**config.mk**
```make
export PLATFORM = sky130hd
export DESIGN_NAME = rail_fault_monitor
export DESIGN_NICKNAME = d
export VERILOG_FILES = /design/src/rtl/rail_mon_pkg.sv /design/src/rtl/uv_detector.sv /design/src/rtl/thermal_guard.sv /design/src/rtl/rail_fault_monitor.sv
export SDC_FILE = /design/constraint.sdc
export NUM_CORES = 1
export LEC_CHECK = 0
export BUFFER_PORTS_ARGS = -buffer_cell sky130_fd_sc_hd__buf_4
export CAP_MARGIN = 30
export CELL_PAD_IN_SITES_DETAIL_PLACEMENT = 1
export CELL_PAD_IN_SITES_GLOBAL_PLACEMENT = 1
export CORE_UTILIZATION = 35
export CTS_CLUSTER_DIAMETER = 80
export DETAILED_ROUTE_END_ITERATION = 8
export PLACE_DENSITY_LB_ADDON = 0.1
export SLEW_MARGIN = 15
export SYNTH_ARGS = -nofsm -noshare
export SYNTH_HDL_FRONTEND = slang
export SYNTH_HIERARCHICAL = 1
export SYNTH_SLANG_ARGS = --single-unit
```
**constraint.sdc**
```tcl
create_clock -name clk -period 1.85 [get_ports clk]
set_input_delay 0.185 -clock clk [delete_from_list [all_inputs] [get_ports clk]]
set_output_delay 0.185 -clock clk [all_outputs]
set_load 0.05 [all_outputs]
```
**src/rtl/rail_mon_pkg.sv**
```systemverilog
package rail_mon_pkg;

    parameter int CODE_W = 10;
    parameter int TEMP_W = 8;
    parameter int N_RAIL = 3;

    typedef enum logic [1:0] {
        LANE_3V3_DUAL = 2'd0,
        LANE_MEMORY   = 2'd1,
        LANE_5V_DUAL  = 2'd2
    } rail_lane_e;

    // Trip point and release point of one rail, in reading units
    typedef struct packed {
        logic [CODE_W-1:0] trip;
        logic [CODE_W-1:0] rel;
    } uv_limit_t;

    // One captured set of readings
    typedef struct packed {
        logic [N_RAIL-1:0][CODE_W-1:0] rail;
        logic [TEMP_W-1:0]             temp;
    } sample_t;

    function automatic uv_limit_t limit_from_pct(int set_code, int trip_pct, int hyst_pct);
        uv_limit_t l;
        l.trip = CODE_W'((set_code * trip_pct) / 100);
        l.rel  = CODE_W'((set_code * trip_pct) / 100 + (set_code * hyst_pct) / 100);
        return l;
    endfunction

    function automatic uv_limit_t limit_from_abs(int trip_code, int hyst_code);
        uv_limit_t l;
        l.trip = CODE_W'(trip_code);
        l.rel  = CODE_W'(trip_code + hyst_code);
        return l;
    endfunction

endpackage

```
**src/rtl/uv_detector.sv**
```systemverilog
module uv_detector #(
    parameter int           W    = 10,
    parameter logic [W-1:0] TRIP = '0,
    parameter logic [W-1:0] REL  = '0
) (
    input  logic         clk,
    input  logic         rst,
    input  logic         upd,
    input  logic [W-1:0] code,
    input  logic         mask,
    output logic         uv
);

    always_ff @(posedge clk) begin
        if (rst || mask) begin
            uv <= 1'b0;
        end else if (upd) begin
            if (code < TRIP) begin
                uv <= 1'b1;
            end else if (code >= REL) begin
                uv <= 1'b0;
            end
        end
    end

    // a trip only follows an update with a reading under the trip point
    assert_uv_set_R1: assert property (@(posedge clk) disable iff (rst)
        $rose(uv) |-> ($past(upd) && !$past(mask) && ($past(code) < TRIP)));

    // a release needs a mask or a reading at or above the release point
    assert_uv_release_R4: assert property (@(posedge clk) disable iff (rst)
        $fell(uv) |-> ($past(mask) || ($past(upd) && ($past(code) >= REL))));

    // a masked detector holds no state on the next edge
    assert_uv_masked_R5: assert property (@(posedge clk) disable iff (rst)
        mask |=> !uv);

endmodule

```
**src/rtl/thermal_guard.sv**
```systemverilog
module thermal_guard #(
    parameter int            TW   = 8,
    parameter logic [TW-1:0] WARN = '0,
    parameter logic [TW-1:0] SHDN = '0
) (
    input  logic          clk,
    input  logic          rst,
    input  logic          upd,
    input  logic [TW-1:0] temp,
    input  logic          restart,
    output logic          warn,
    output logic          shdn
);

    always_ff @(posedge clk) begin
        if (rst) begin
            warn <= 1'b0;
        end else if (upd) begin
            warn <= (temp >= WARN);
        end
    end

    // Set has priority; release needs a restart with a cool latest sample
    always_ff @(posedge clk) begin
        if (rst) begin
            shdn <= 1'b0;
        end else if (upd && (temp >= SHDN)) begin
            shdn <= 1'b1;
        end else if (restart && (temp < SHDN)) begin
            shdn <= 1'b0;
        end
    end

    assert_shdn_set_R7: assert property (@(posedge clk) disable iff (rst)
        (upd && (temp >= SHDN)) |=> shdn);

    assert_shdn_latched_R8: assert property (@(posedge clk) disable iff (rst)
        $fell(shdn) |-> ($past(restart) && ($past(temp) < SHDN)));

    assert_warn_level_R6: assert property (@(posedge clk) disable iff (rst)
        $rose(warn) |-> ($past(upd) && ($past(temp) >= WARN)));

endmodule

```
**src/rtl/rail_fault_monitor.sv**
```systemverilog
module rail_fault_monitor
    import rail_mon_pkg::*;
#(
    parameter int MEM_SET_CODE = 250,
    parameter int MEM_TRIP_PCT = 68,
    parameter int MEM_HYST_PCT = 7,
    parameter int V33_TRIP     = 224,
    parameter int V33_HYST     = 23,
    parameter int V5_TRIP      = 340,
    parameter int V5_HYST      = 35,
    parameter int TEMP_WARN    = 145,
    parameter int TEMP_SHDN    = 155
) (
    input  logic                           clk,
    input  logic                           rst,
    input  logic                           smp_vld,
    input  logic [N_RAIL-1:0][CODE_W-1:0]  rail_code,
    input  logic [N_RAIL-1:0]              rail_en,
    input  logic                           ss_done,
    input  logic [TEMP_W-1:0]              temp_code,
    input  logic                           ext_shdn,
    input  logic                           restart,
    output logic                           fault,
    output logic                           therm_shdn
);

    localparam logic [TEMP_W-1:0] WARN_CODE = TEMP_W'(TEMP_WARN);
    localparam logic [TEMP_W-1:0] SHDN_CODE = TEMP_W'(TEMP_SHDN);

    function automatic uv_limit_t limit_of(int lane);
        case (lane)
            int'(LANE_3V3_DUAL): return limit_from_abs(V33_TRIP, V33_HYST);
            int'(LANE_MEMORY):   return limit_from_pct(MEM_SET_CODE, MEM_TRIP_PCT, MEM_HYST_PCT);
            default:             return limit_from_abs(V5_TRIP, V5_HYST);
        endcase
    endfunction

    sample_t             samp_q;
    logic                upd_q;
    logic [N_RAIL-1:0]   rail_mask;
    logic [N_RAIL-1:0]   uv_state;
    logic                temp_warn;

    // Capture stage: readings are registered on the strobe
    always_ff @(posedge clk) begin
        if (rst) begin
            samp_q <= '0;
            upd_q  <= 1'b0;
        end else begin
            upd_q <= smp_vld;
            if (smp_vld) begin
                samp_q.rail <= rail_code;
                samp_q.temp <= temp_code;
            end
        end
    end

    assign rail_mask = ~rail_en | {N_RAIL{~ss_done}};

    for (genvar r = 0; r < N_RAIL; r++) begin : g_rail
        localparam uv_limit_t LIM = limit_of(r);
        uv_detector #(
            .W    (CODE_W),
            .TRIP (LIM.trip),
            .REL  (LIM.rel)
        ) uv_i (
            .clk  (clk),
            .rst  (rst),
            .upd  (upd_q),
            .code (samp_q.rail[r]),
            .mask (rail_mask[r]),
            .uv   (uv_state[r])
        );
    end

    thermal_guard #(
        .TW   (TEMP_W),
        .WARN (WARN_CODE),
        .SHDN (SHDN_CODE)
    ) therm_i (
        .clk     (clk),
        .rst     (rst),
        .upd     (upd_q),
        .temp    (samp_q.temp),
        .restart (restart),
        .warn    (temp_warn),
        .shdn    (therm_shdn)
    );

    assign fault = ~ext_shdn & ((|(uv_state & ~rail_mask)) | temp_warn);

    assert_fault_gated_R9: assert property (@(posedge clk) disable iff (rst)
        ext_shdn |-> !fault);

    // the flag moves only after an update or a change of mask or shutdown input
    assert_fault_timing_R10: assert property (@(posedge clk) disable iff (rst)
        !$stable(fault) |-> ($past(upd_q) || !$stable(rail_en) || !$stable(ss_done)
                             || !$stable(ext_shdn)));

    // nothing is flagged on the first edge out of reset
    assert_reset_quiet_R11: assert property (@(posedge clk)
        $past(rst) |-> !therm_shdn);

endmodule

```
After elaboration in Yosys (flattened, before gate mapping)
Index checks and enable logic that the tools add are counted.
- register bits: 44
- input port bits: 47
- logic and storage cells: 48
- $lt $le $gt $ge: 9
- mux-type cells: 8
- bitwise gates (word level): 8
- reduce and logical (&&, ||, !) cells: 13
- operators by type and width (operator ; count):
    10-bit by 8-bit >= comparator with 1-bit output (second input constant) ; 2
    10-bit by 8-bit less-than comparator with 1-bit output (second input constant) ; 2
    8-bit >= comparator (second input constant) ; 2
    10-bit by 9-bit >= comparator with 1-bit output (second input constant) ; 1
    10-bit by 9-bit less-than comparator with 1-bit output (second input constant) ; 1
    8-bit less-than comparator (second input constant) ; 1
    1-bit 2-to-1 mux ; 8
    2-bit nonzero test ; 4
    3-bit inverter ; 2
    2-bit AND reduction ; 3
    3-bit AND ; 1
    1-bit logical OR ; 3
    3-bit bitwise OR ; 1
    3-bit OR reduction ; 1
    1-bit logical AND ; 2
    1-bit inverter ; 2
    1-bit AND ; 1
    1-bit bitwise OR ; 1

Depth between registers and ports, before layout
- depth after elaboration: 7
- gate-level depth with buffers: 5

Modules after synthesis
Netlist, hierarchy kept.
- modules (own cells, without submodules) (module ; times used ; cells an instance ; area an instance (um^2)):
    rail_fault_monitor ; 1 ; 132 ; 1428.9
    uv_detector at g_rail[2].uv_i ; 1 ; 13 ; 106.4
    thermal_guard ; 1 ; 13 ; 103.8
    uv_detector at g_rail[1].uv_i ; 1 ; 10 ; 92.6
    uv_detector at g_rail[0].uv_i ; 1 ; 9 ; 73.8

Worst setup path after synthesis
Ideal clock, no wire load.
- path type: reg2out
- from: register g_rail[0].uv_i.uv
- to: output fault
- arrival time: 1600 ps
- slack: 65 ps
- cell stages (with the launch flop): 3
- path buffers: 0
- cell sequence: dfxtp_1 -> a21oi_1 -> a211oi_1
- cells in the longest elaborated chain, start to end: 4
- RTL lines (what ; line ; source):
    from (decl) ; uv_detector.sv:11 ; output logic uv
    from (signal assigned) ; uv_detector.sv:16 ; uv <= 1'b0;
    from (signal assigned) ; uv_detector.sv:19 ; uv <= 1'b1;
    from (signal assigned) ; uv_detector.sv:21 ; uv <= 1'b0;
    3-bit AND ; rail_fault_monitor.sv:90 ; assign fault = ~ext_shdn & ((|(uv_state & ~rail_mask)) | temp_warn);
    3-bit OR reduction ; rail_fault_monitor.sv:90 ;
    1-bit bitwise OR ; rail_fault_monitor.sv:90 ;
    1-bit AND ; rail_fault_monitor.sv:90 ;
    to (decl) ; rail_fault_monitor.sv:23 ; output logic fault,
Every way passes these cells.

Worst setup path after layout
- from: register g_rail[2].uv_i.uv
- to: output fault
- cells in the longest elaborated chain, start to end: 4
- RTL lines (what ; line):
    from (decl) ; uv_detector.sv:11
    from (signal assigned) ; uv_detector.sv:16
    from (signal assigned) ; uv_detector.sv:19
    from (signal assigned) ; uv_detector.sv:21
    3-bit AND ; rail_fault_monitor.sv:90
    3-bit OR reduction ; rail_fault_monitor.sv:90
    1-bit bitwise OR ; rail_fault_monitor.sv:90
    1-bit AND ; rail_fault_monitor.sv:90
Every way passes these cells.

==> results.toml <==
[yosys]
syn_inst = 177
ys_ff_latch = 44
yosysSeqAreaShare_pct = 48.8
synth_fp_nets = 224
synthDistinctLibCells = 33
avgSynthCellArea_sq_um = 10.2
yosys_warnings = 6
netlist_area_sq_mm = 0.00181

[critical_path]
r2r_cells = 4
cp_top_family = "flip-flops"
path_class = "reg2out"
cp_max_fo = 4
r2r-end = "g_rail[2].uv_i/uv"
cp_slowest_cell = "dfxtp_1"
reg2reg_from = "upd_q"
r2r_slack_ps = 470
cp_num_cells = 3
required_ps = 1660
slowest_delay_ps = 410
start_kind = "flop"
worst-path-buf-inv = 1
cp-end-kind = "output pin"
crit_arrival_ps = 1250
cp_cell_sequence = "a22oi_1 -> a211oi_1 -> buf_4"

[floorplanning]
row_count = 25
die_area_sq_mm = 0.00545
die_x_microns = 73.8
core-area_sq_mm = 0.00485
fp.dieH_microns = 73.8
start_util_pct = 37.2
pin_count = 49

[power]
p_sw_w = 0.000444
leakage_nw = 1.00
power_density_mw_per_mm2 = 868
p_int_w = 0.00153
pwr-share-clk_pct = 35.9
vdd.ir_drop.worst_v = 0.000334
pwr-share-comb_pct = 11.5
pwr-share-seq_pct = 52.7
swShare_pct = 22.5

[worst_hold_path]
worstHoldStart = "temp_code[7]"
min_to = "samp_q[7]"
hold_depth = 3
hold_class = "in2reg"

[timing]
final-hold-violation-count = 0
finalCritPeriodShare_pct = 77.7
clock.fmax_mhz = 696
setup_viol = 0
layout_min_cycle_time_ps = 1440
worst_pin_slew_ps = 650
relSlewSlack_pct = 56.7
finClkSkew_ps = 3.46
setup_tns_ps = 0
rsz0062_at_grt = "no"
report.final.slew_viol_count = 0

[final_layout]
area_growth_pct = 25.9
fillers = 551
antenna_cells = 0
fin_area_sq_mm = 0.00227
nets = 270
drive_above_1_share_pct = 27.7

[placement]
dp_hpwl_microns = 2850
place_area_sq_mm = 0.00217
globalplace.congestion = 0.749
portBuffers = 48

[detailed_routing]
dr.pass1.iters = 2
via_per_inst = 4.92
detail_route.iter0.violations = 39
drc = 0
finalWirelength_microns = 3860
routed-via-count = 1432
ant_nets = 0
routedWlPerCell_microns = 13.3

[cts]
ctsRootBufferMaster = "clkbuf_8"
cts_tree = "done"
cts.sinks = 44
postCtsSetupBuffers = 0
clock_latency_ps = 290
clkSlewWorstSetupHoldPaths_ps = 80
cts_buffers = 5
htree_num_levels = 2
cts.path.max_buffers = 2
cts_resized = 0
cts_hold_buf = 0

[global_routing]
grt_pass1_wl_microns = 6440
grt_max_degree = 45
track_usage_pct = 16.0
grt_overflow = 0
grt_pass1_vias = 1472
antenna_found_initial = 0

[run_status]
status = "finished clean"

[flow_run]
cap_violations = 0
## cells in the mapped netlist
cell type | number | share of area [%]
a211oi_1 | 1 | 0.42
or4_1 | 1 | 0.42
buf_12 | 2 | 2.2
mux2i_1 | 40 | 22
a22oi_1 | 1 | 0.42
nand3b_1 | 1 | 0.42
a21oi_1 | 3 | 0.83
o21a_1 | 1 | 0.42
o221a_2 | 1 | 0.62
a2111oi_2 | 2 | 1.7
dfxtp_1 | 44 | 49
buf_2 | 2 | 0.55
buf_4 | 2 | 0.83
nor2_2 | 1 | 0.35
nand4_1 | 2 | 0.69
nor2_1 | 41 | 8.5
nor3_1 | 2 | 0.55
a311oi_1 | 1 | 0.49
a21oi_2 | 1 | 0.49
a311oi_2 | 1 | 0.83
nand2b_1 | 2 | 0.69
a22o_1 | 1 | 0.49
nand3_1 | 4 | 1.1
buf_6 | 1 | 0.62
clkbuf_1 | 2 | 0.42
o21ai_0 | 3 | 0.83
o211ai_1 | 1 | 0.42
nor2b_1 | 1 | 0.35
a211oi_2 | 1 | 0.69
nand2_1 | 7 | 1.5
inv_1 | 2 | 0.42
a31oi_1 | 1 | 0.35
o221ai_1 | 1 | 0.49
## worst max-delay path by stage
stage	startpoint	slack, ps	to
finish	g_rail[2].uv_i/uv	410	fault
global route	g_rail[0].uv_i/uv	340	fault
CTS	g_rail[2].uv_i/uv	390	fault
detailed placement	upd_q	480	g_rail[2].uv_i/uv
global placement	upd_q	610	g_rail[2].uv_i/uv
floorplan	g_rail[0].uv_i/uv	60	fault
## cell type report
cell class,count,area (sq um),share of cell area (%)
repair buffers,48,360,15.9
clock buffers,6,72.6,3.19
multi-input cells,122,833,36.7
well taps,67,83.8,3.69
clock inverters,2,35.0,1.54
inverters,2,7.51,0.330
flip-flops and latches,44,881,38.7
## layer usage
layer / GRT usage, % / vias up / routed length (microns) / part of all wire, %
li1: - / 708 / - / -
met3: 5.35 / 6 / 180 / 4.7
met2: 27.8 / 33 / 1990 / 51
met4: 7.26 / 0 / 62 / 1.6
met5: 0 / - / 0 / 0
met1: 17.4 / 685 / 1630 / 42
## power by group through the flow
| stage | Sequential (W) | Clock (W) | Combinational (W) |
|---|---|---|---|
| 2_1_floorplan | 0.00105 | 0 | 0.000143 |
| 5_1_grt | 0.00105 | 0.000790 | 0.000250 |
| 3_5_place_dp | 0.00106 | 0 | 0.000230 |
| 3_3_place_gp | 0.00106 | 0 | 0.000220 |
| 4_1_cts | 0.00104 | 0.000742 | 0.000232 |
| 6_report | 0.00104 | 0.000708 | 0.000226 |
## layout by cell type (no fill, tap or decap), types with 2 or more instances in the layout
master,n
nand4_1,2
o21ai_0,3
mux2i_1,40
a21oi_1,3
nor3_1,2
nor2_1,41
buf_4,48
nand2b_1,2
clkbuf_8,5
inv_1,2
a2111oi_2,2
nand3_1,4
dfxtp_1,44
nand2_1,7
## tightest hold or removal path, delay by kind of cell
family                 cells  cell delay, ps
buffers and inverters      1              80
AND/OR/NAND/NOR            1              70
multiplexers               1              50
## metrics by stage
stage          setup slack [ps]  hold WS (ps)  power [W]  utilization, %  std cells
2_1_floorplan              65.0           257    0.00119               -        177
3_3_place_gp                608           419    0.00128            44.7        283
3_5_place_dp                483           429    0.00129            44.7        283
4_1_cts                     392           116    0.00201            46.9        291
5_1_grt                     336           121    0.00209            46.9        291
6_report                    413           127    0.00197            46.9        291
## logic make-up after synthesis
kind of cell	synth area share, %
flip-flops	48.8
buffers and inverters	5.06
multiplexers	22.2
AND/OR/NAND/NOR	14.6
AO/OA/AOI/OAI	9.43
## registers in the layout, summed over array words and instances, names as in the netlist
register	cells
upd_q	1
g_rail.uv_i/uv	3
therm_i/shdn	1
samp_q	38
therm_i/warn	1
Note: power is estimated with default switching activity, not from simulation.
